**src/rtl/sci_pkg.sv**
```systemverilog
package sci_pkg;
  localparam int BYTE_W = 8;

  localparam logic [BYTE_W-1:0] OP_MAIN_RESET = 8'h1B;
  localparam logic [BYTE_W-1:0] OP_START_INT  = 8'h08;
  localparam logic [BYTE_W-1:0] OP_SAMPLE     = 8'h10;
  localparam logic [BYTE_W-1:0] OP_READ       = 8'h02;

  typedef enum logic [2:0] {
    RX_IDLE,
    RX_DATA,
    RX_STOP,
    RX_GUARD,
    RX_WAITHIGH
  } rxState_e;

  // control -> datapath
  typedef struct packed {
    logic clrBits;
    logic shiftEn;
    logic armGuard;
    logic armDelay;
    logic dropDelay;
  } ctrlStrobe_t;

  // datapath -> control
  typedef struct packed {
    logic              lastBit;
    logic              guardDone;
    logic              breakSeen;
    logic              delayDone;
    logic [BYTE_W-1:0] rxByte;
  } dpStatus_t;
endpackage

```
**src/rtl/sci_datapath.sv**
```systemverilog
module sci_datapath
  import sci_pkg::*;
#(
  parameter int BREAK_LEN    = 10,
  parameter int GUARD_CYCLES = 5,
  parameter int START_DELAY  = 22
) (
  input  logic        clk,
  input  logic        rstN,
  input  logic        sdIn,
  input  ctrlStrobe_t stb,
  output dpStatus_t   st
);
  localparam int ZW = $clog2(BREAK_LEN + 1);
  localparam int GW = $clog2(GUARD_CYCLES + 1);
  localparam int DW = $clog2(START_DELAY + 1);
  localparam int BW = $clog2(BYTE_W);
  localparam logic [ZW-1:0] ZERO_SAT  = ZW'(BREAK_LEN);
  localparam logic [ZW-1:0] ZERO_LAST = ZW'(BREAK_LEN - 1);
  localparam logic [GW-1:0] GUARD_LD  = GW'(GUARD_CYCLES - 1);
  localparam logic [DW-1:0] DELAY_LD  = DW'(START_DELAY - 1);
  localparam logic [BW-1:0] BIT_LAST  = BW'(BYTE_W - 1);

  logic [ZW-1:0]     zeroRun;
  logic [BW-1:0]     bitCnt;
  logic [BYTE_W-1:0] shiftReg;
  logic [GW-1:0]     guardCnt;
  logic [DW-1:0]     delayCnt;
  logic              delayPend;

  // run of consecutive low samples, saturating so a long break fires once
  always_ff @(posedge clk) begin
    if (!rstN || sdIn)            zeroRun <= '0;
    else if (zeroRun != ZERO_SAT) zeroRun <= zeroRun + 1'b1;
  end

  always_ff @(posedge clk) begin
    if (!rstN || stb.clrBits) bitCnt <= '0;
    else if (stb.shiftEn)     bitCnt <= bitCnt + 1'b1;
  end

  // first data bit ends up in bit 0
  always_ff @(posedge clk) begin
    if (!rstN)            shiftReg <= '0;
    else if (stb.shiftEn) shiftReg <= {sdIn, shiftReg[BYTE_W-1:1]};
  end

  always_ff @(posedge clk) begin
    if (!rstN)                guardCnt <= '0;
    else if (stb.armGuard)    guardCnt <= GUARD_LD;
    else if (guardCnt != '0)  guardCnt <= guardCnt - 1'b1;
  end

  always_ff @(posedge clk) begin
    if (!rstN || stb.dropDelay) begin
      delayPend <= 1'b0;
      delayCnt  <= '0;
    end else if (stb.armDelay) begin
      delayPend <= 1'b1;
      delayCnt  <= DELAY_LD;
    end else if (delayPend) begin
      if (delayCnt == '0) delayPend <= 1'b0;
      else                delayCnt  <= delayCnt - 1'b1;
    end
  end

  always_comb begin
    st.lastBit   = (bitCnt == BIT_LAST);
    st.guardDone = (guardCnt == '0);
    st.breakSeen = !sdIn && (zeroRun == ZERO_LAST);
    st.delayDone = delayPend && (delayCnt == '0);
    st.rxByte    = shiftReg;
  end
endmodule

```
**src/rtl/sci_control.sv**
```systemverilog
module sci_control
  import sci_pkg::*;
#(
  parameter int SYNC_RESETS = 3
) (
  input  logic        clk,
  input  logic        rstN,
  input  logic        sdIn,
  input  dpStatus_t   st,
  output ctrlStrobe_t stb,
  output logic        resetPulse,
  output logic        samplePulse,
  output logic        readoutStart,
  output logic        integrating,
  output logic        sampleHeld,
  output logic        frameErr,
  output logic        inSync
);
  localparam int RW = $clog2(SYNC_RESETS + 1);
  localparam logic [RW-1:0] RUN_LAST = RW'(SYNC_RESETS - 1);

  rxState_e      state, stateNext;
  logic [RW-1:0] resetRun;
  logic          byteOk, stopBad;
  logic          isReset, isStart, isSample, isRead;

  always_comb begin
    byteOk   = (state == RX_STOP) && sdIn;
    stopBad  = (state == RX_STOP) && !sdIn && !st.breakSeen;
    isReset  = byteOk && (st.rxByte == OP_MAIN_RESET);
    isStart  = byteOk && inSync && (st.rxByte == OP_START_INT);
    isSample = byteOk && inSync && (st.rxByte == OP_SAMPLE);
    isRead   = byteOk && inSync && (st.rxByte == OP_READ);

    stb           = '0;
    stb.clrBits   = (state == RX_IDLE) && !sdIn;
    stb.shiftEn   = (state == RX_DATA);
    stb.armGuard  = byteOk;
    stb.armDelay  = isStart;
    stb.dropDelay = isReset;

    stateNext = state;
    case (state)
      RX_IDLE:     if (!sdIn)      stateNext = RX_DATA;
      RX_DATA:     if (st.lastBit) stateNext = RX_STOP;
      RX_STOP:     stateNext = sdIn ? RX_GUARD : RX_WAITHIGH;
      RX_GUARD:    if (st.guardDone) stateNext = RX_IDLE;
      RX_WAITHIGH: if (sdIn)       stateNext = RX_IDLE;
      default:     stateNext = RX_WAITHIGH;
    endcase
    if (st.breakSeen) stateNext = RX_WAITHIGH;
  end

  always_ff @(posedge clk) begin
    if (!rstN) begin
      state        <= RX_WAITHIGH;
      resetPulse   <= 1'b0;
      samplePulse  <= 1'b0;
      readoutStart <= 1'b0;
      integrating  <= 1'b0;
      sampleHeld   <= 1'b0;
      frameErr     <= 1'b0;
      inSync       <= 1'b0;
      resetRun     <= '0;
    end else begin
      state        <= stateNext;
      resetPulse   <= isReset;
      samplePulse  <= isSample;
      readoutStart <= isRead;

      if (st.delayDone) integrating <= 1'b1;
      if (isSample) begin
        integrating <= 1'b0;
        sampleHeld  <= 1'b1;
      end
      if (isReset) begin
        integrating <= 1'b0;
        sampleHeld  <= 1'b0;
      end

      if (byteOk)       frameErr <= 1'b0;
      else if (stopBad) frameErr <= 1'b1;

      if (st.breakSeen) begin
        inSync   <= 1'b1;
        resetRun <= '0;
      end else if (stopBad) begin
        inSync   <= 1'b0;
        resetRun <= '0;
      end else if (byteOk) begin
        if (st.rxByte == OP_MAIN_RESET) begin
          if (resetRun == RUN_LAST) inSync   <= 1'b1;
          else                      resetRun <= resetRun + 1'b1;
        end else begin
          resetRun <= '0;
        end
      end
    end
  end
endmodule

```
**src/rtl/serial_cmd_interp.sv**
```systemverilog
module serial_cmd_interp
  import sci_pkg::*;
#(
  parameter int BREAK_LEN    = 10,
  parameter int GUARD_CYCLES = 5,
  parameter int START_DELAY  = 22,
  parameter int SYNC_RESETS  = 3
) (
  input  logic clk,
  input  logic rstN,
  input  logic sdIn,
  output logic resetPulse,
  output logic samplePulse,
  output logic readoutStart,
  output logic integrating,
  output logic sampleHeld,
  output logic frameErr,
  output logic inSync
);
  ctrlStrobe_t strobes;
  dpStatus_t   status;

  sci_datapath #(
    .BREAK_LEN   (BREAK_LEN),
    .GUARD_CYCLES(GUARD_CYCLES),
    .START_DELAY (START_DELAY)
  ) u_dp (
    .clk (clk),
    .rstN(rstN),
    .sdIn(sdIn),
    .stb (strobes),
    .st  (status)
  );

  sci_control #(
    .SYNC_RESETS(SYNC_RESETS)
  ) u_ctrl (
    .clk         (clk),
    .rstN        (rstN),
    .sdIn        (sdIn),
    .st          (status),
    .stb         (strobes),
    .resetPulse  (resetPulse),
    .samplePulse (samplePulse),
    .readoutStart(readoutStart),
    .integrating (integrating),
    .sampleHeld  (sampleHeld),
    .frameErr    (frameErr),
    .inSync      (inSync)
  );
endmodule

```
**config.mk**
```make
export PLATFORM = sky130hd
export DESIGN_NAME = serial_cmd_interp
export DESIGN_NICKNAME = d
export VERILOG_FILES = /design/src/rtl/sci_pkg.sv /design/src/rtl/sci_datapath.sv /design/src/rtl/sci_control.sv /design/src/rtl/serial_cmd_interp.sv
export SDC_FILE = /design/constraint.sdc
export NUM_CORES = 1
export LEC_CHECK = 0
export ABC_AREA = 1
export BUFFER_PORTS_ARGS = -buffer_cell sky130_fd_sc_hd__clkbuf_2
export CORE_MARGIN = 3
export CORE_UTILIZATION = 56
export CTS_BUF_LIST = sky130_fd_sc_hd__clkbuf_2 sky130_fd_sc_hd__clkbuf_4 sky130_fd_sc_hd__clkbuf_8
export DETAILED_ROUTE_END_ITERATION = 8
export PLACE_DENSITY = 0.8
export SYNTH_ARGS = -nofsm -noshare
export SYNTH_HDL_FRONTEND = slang
export SYNTH_SLANG_ARGS = --single-unit
```
**constraint.sdc**
```tcl
create_clock -name clk -period 1.3 [get_ports clk]
set_input_delay 0.065 -clock clk [delete_from_list [all_inputs] [get_ports clk]]
set_output_delay 0.065 -clock clk [all_outputs]
set_load 0.01 [all_outputs]
```
==> key figures <==
Logic synthesis
  • Syn Area/Cell: between 7 and 8 µm²
  • EDFF count, synth: 0
  • Mapped Area: around 0.0017 mm²
  • Post-synthesis sequential area ratio: between 40% and 50%
  • Area leader, netlist: dfxtp_1
  • Synth warnings: 0
  • Main flop type after synthesis: dfxtp_1
  • Count leader, synth: nand2_1
  • Netlist cell types: 26
  • Largest cells by area after synthesis: dfxtp_1, nand2_1, inv_1
  • Synth top cells by count: nand2_1, dfxtp_1, inv_1
  • Syn Nets: between 200 and 250
  • Yosys top cell area share: between 40 and 50%
  • FF+latch count, synth: 36
  • Ys async rst share: 0%
  • Post-Synthesis Cells: ~230

Critical path
  • Crit. End Element: register
  • Worst R2R Setup Slack: around 76 ps
  • Delay-heaviest family, CP: simple AND/OR/NAND/NOR gates
  • Worst R2R End: u_ctrl.state[1]$_SDFFE_PP0P_
  • Max FO, Critical Path: 3
  • Reg2Reg Depth: 8
  • CP Data Required Time: 1530 ps
  • Buffers & Inverters on Critical Path: 0
  • Crit-path most repeated cell: nand2_1
  • CP max stage delay: 350 ps
  • Crit path cell chain: ha_2, ha_2, nand3b_1, nand2_1, nor2_2, nand2_1, nand2_1, nor2_1
  • Worst path depth: 8
  • Crit Path Class: reg2reg
  • Startpoint Class: register
  • Crit path DAT: roughly 1500 ps
  • CP max-delay cell: dfxtp_2
  • R2R Path Start: u_dp.bitCnt[0]$_SDFFE_PP0N_

Timing
  • Worst Tran Pin Value: about 330 ps
  • Highest clock rate: around 820 MHz
  • PnR worst setup slack: 75.53 ps
  • Period Utilization, post-route: approximately 94%
  • Min Tclk post-route: between 1000 and 1500 ps
  • Max-slew violations: 0
  • RSZ-0062 raised after global routing: true
  • Slew HR: 77.76%
  • Final number of hold-violating endpoints: 0
  • Worst Clk Skew: 10.32 ps
  • Final setup violation count: 0

Clock network
  • Clk buf depth: 2
  • Clock root cell: clkbuf_4
  • H-tree level count: 2
  • CTS tree: done
  • Worst skew pair latency: around 340 ps
  • Clk sinks: 36
  • CTS buffer count: 5
  • Clock-pin slew on the worst setup and hold paths: about 100 ps

Routing
  • Vias/cell: between 5 and 6
  • DRC Markers: 0
  • Total wire length: around 3100 µm
  • Initial DRT Pass Iterations: 4
  • Starting DRT DRC Count: 56
  • Vias after detailed routing: around 1500
  • Final ANT Viol Nets: 0
  • Routed wire length per instance: 10.70 µm

Worst hold path
  • Endpoint, Worst Hold: u_dp.shiftReg[7]$_SDFFE_PN0N_
  • Hold Crit Class: in2reg
  • Hold Path Cell Cnt: 3
  • Hold Crit Start: sdIn

Pwr
  • Pwr Total: 2.847 mW
  • PD cells: around 1400 mW/mm²
  • Max rail drop VDD: just under 0.8 mV
  • Leakage: approximately 0.92 nW

GRT
  • M2 GR Usage: between 20% and 30%
  • Met1 Resource Use GR: 22.91%
  • Initial antenna violation count: 0
  • Grt ovf: 0
  • Largest net degree at the start of global routing: 16
  • Total track usage: between 10% and 20%
  • Global-route wire length before repair: 5112 µm
  • Vias in the first global route: roughly 1200
  • GRT busiest layer: met2
  • Global Route met3 Usage: about 6.8%

Floorplan
  • Chip Width: between 60 and 70 µm
  • Core Box Area: ~0.0029 mm²
  • Initial Utilization: 61.10%
  • I/O pin total: 10
  • Die area: between 0.003 and 0.004 mm²
  • Chip Height: 61.79 µm
  • FP Rows: 19

Cells and area
  • Antenna cells: 0
  • Layout Utilization: a little over 70%
  • Fillcell total: roughly 230
  • P&R area growth vs syn: 18.23%
  • Final nets: about 280
  • Ratio of cells with drive above 1 in the final layout: about 28%
  • Post-route cell area: around 0.002 mm²

Run status
  • Status: finished clean

Placement
  • Placed instance area: 0.001899 mm²
  • Pre-CTS setup slack: about 3.4 ps
  • Final estimated routing congestion in global placement: between 0.7 and 0.8
  • Post-DP HPWL: roughly 2300 µm
  • Port Buf Inserts: 9

Run
  • Max-Cap Viols: 0
==> registers in the layout (all words and copies together) (netlist names) <==
name                 count
u_ctrl.frameErr          1
u_ctrl.inSync            1
u_ctrl.integrating       1
u_ctrl.readoutStart      1
u_ctrl.resetPulse        1
u_ctrl.resetRun          2
u_ctrl.sampleHeld        1
u_ctrl.samplePulse       1
u_ctrl.state             3
u_dp.bitCnt              3
u_dp.delayCnt            5
u_dp.delayPend           1
u_dp.guardCnt            3
u_dp.shiftReg            8
u_dp.zeroRun             4
==> final cells by class <==
cell class | instances | area, µm² | share of cell area, %
Inverter | 38 | 150.1 | 7.286
Multi-Input combinational cell | 157 | 919.6 | 44.63
Timing Repair Buffer | 25 | 168.9 | 8.197
Sequential cell | 36 | 733.2 | 35.58
Tap cell | 31 | 38.79 | 1.882
Clock inverter | 1 | 5.005 | 0.2429
Clock buffer | 6 | 45.04 | 2.186
==> cells by family after synthesis <==
logic type               synth area share [%]
AND/OR/NAND/NOR                         28.72
buffers and inverters                   9.763
AO/OA/AOI/OAI                           11.99
flip-flops                              41.35
adder cells (fa/ha/maj)                 7.179
XOR/XNOR                                1.005
==> power by group <==
group          switching (mW)  total, mW  leakage [nW]  internal (mW)
Combinational           0.512      0.914         0.593          0.402
Sequential              0.131       1.38         0.296           1.25
Clock                   0.337      0.557        0.0315          0.220
Total                   0.980       2.85         0.920           1.87
==> layout by cell type, fill, tap and decap left out, drive strengths merged, types with 5 or more instances in the layout <==
master and n:
a21oi 23, nand3 20, nand2 42, nor2 31
ha 10, inv 38, nand4 5, dfxtp 36
buf 16, clkbuf 15, o21ai 12
==> per-stage QoR <==
step                hold slack, ps  cells  TNS (ps)
CTS                          76.38    291         0
global placement             444.6    284         0
floorplan                    220.0    234         0
detailed placement           451.0    284         0
global route                 99.36    294    -71.22
finish                       91.40    294         0
==> metal layers <==
metal | vias to the layer above | wire (µm)
li1 | 817 | -
met1 | 651 | 1519
met2 | 18 | 1464
met3 | 5 | 122
met4 | 0 | 40
met5 | - | 0
==> worst register-to-register path: stages (launching register included) <==
cell and delay [ps]:
dfxtp_2 350, ha_2 160, ha_2 150, nand3b_1 100, nand2_1 70, nor2_2 140, nand2_1 60, nand2_1 50
nor2_1 40
==> worst max path at each step <==
stage	from	end
5_1_grt	u_dp.guardCnt[1]$_SDFFE_PP0P_	u_ctrl.state[1]$_SDFFE_PP0P_
3_5_place_dp	u_ctrl.state[1]$_SDFFE_PP0P_	u_dp.delayCnt[2]$_SDFFE_PP0P_
6_report	u_dp.bitCnt[0]$_SDFFE_PP0N_	u_ctrl.state[1]$_SDFFE_PP0P_
3_3_place_gp	u_dp.guardCnt[0]$_SDFFE_PP0P_	u_ctrl.state[1]$_SDFFE_PP0P_
4_1_cts	u_dp.guardCnt[0]$_SDFFE_PP0P_	u_ctrl.state[1]$_SDFFE_PP0P_
2_1_floorplan	u_dp.guardCnt[0]$_SDFFE_PP0P_	u_ctrl.state[1]$_SDFFE_PP0P_
==> repair_timing <==
item                       in CTS  in global routing
setup buffers                   0                  2
cloned                          0                  1
hold buffers                    0                  0
pin swaps                       0                 10
setup endpoints to repair       8                 22
gates resized for setup         2                 35
Note: power is estimated with default switching activity, not from simulation.
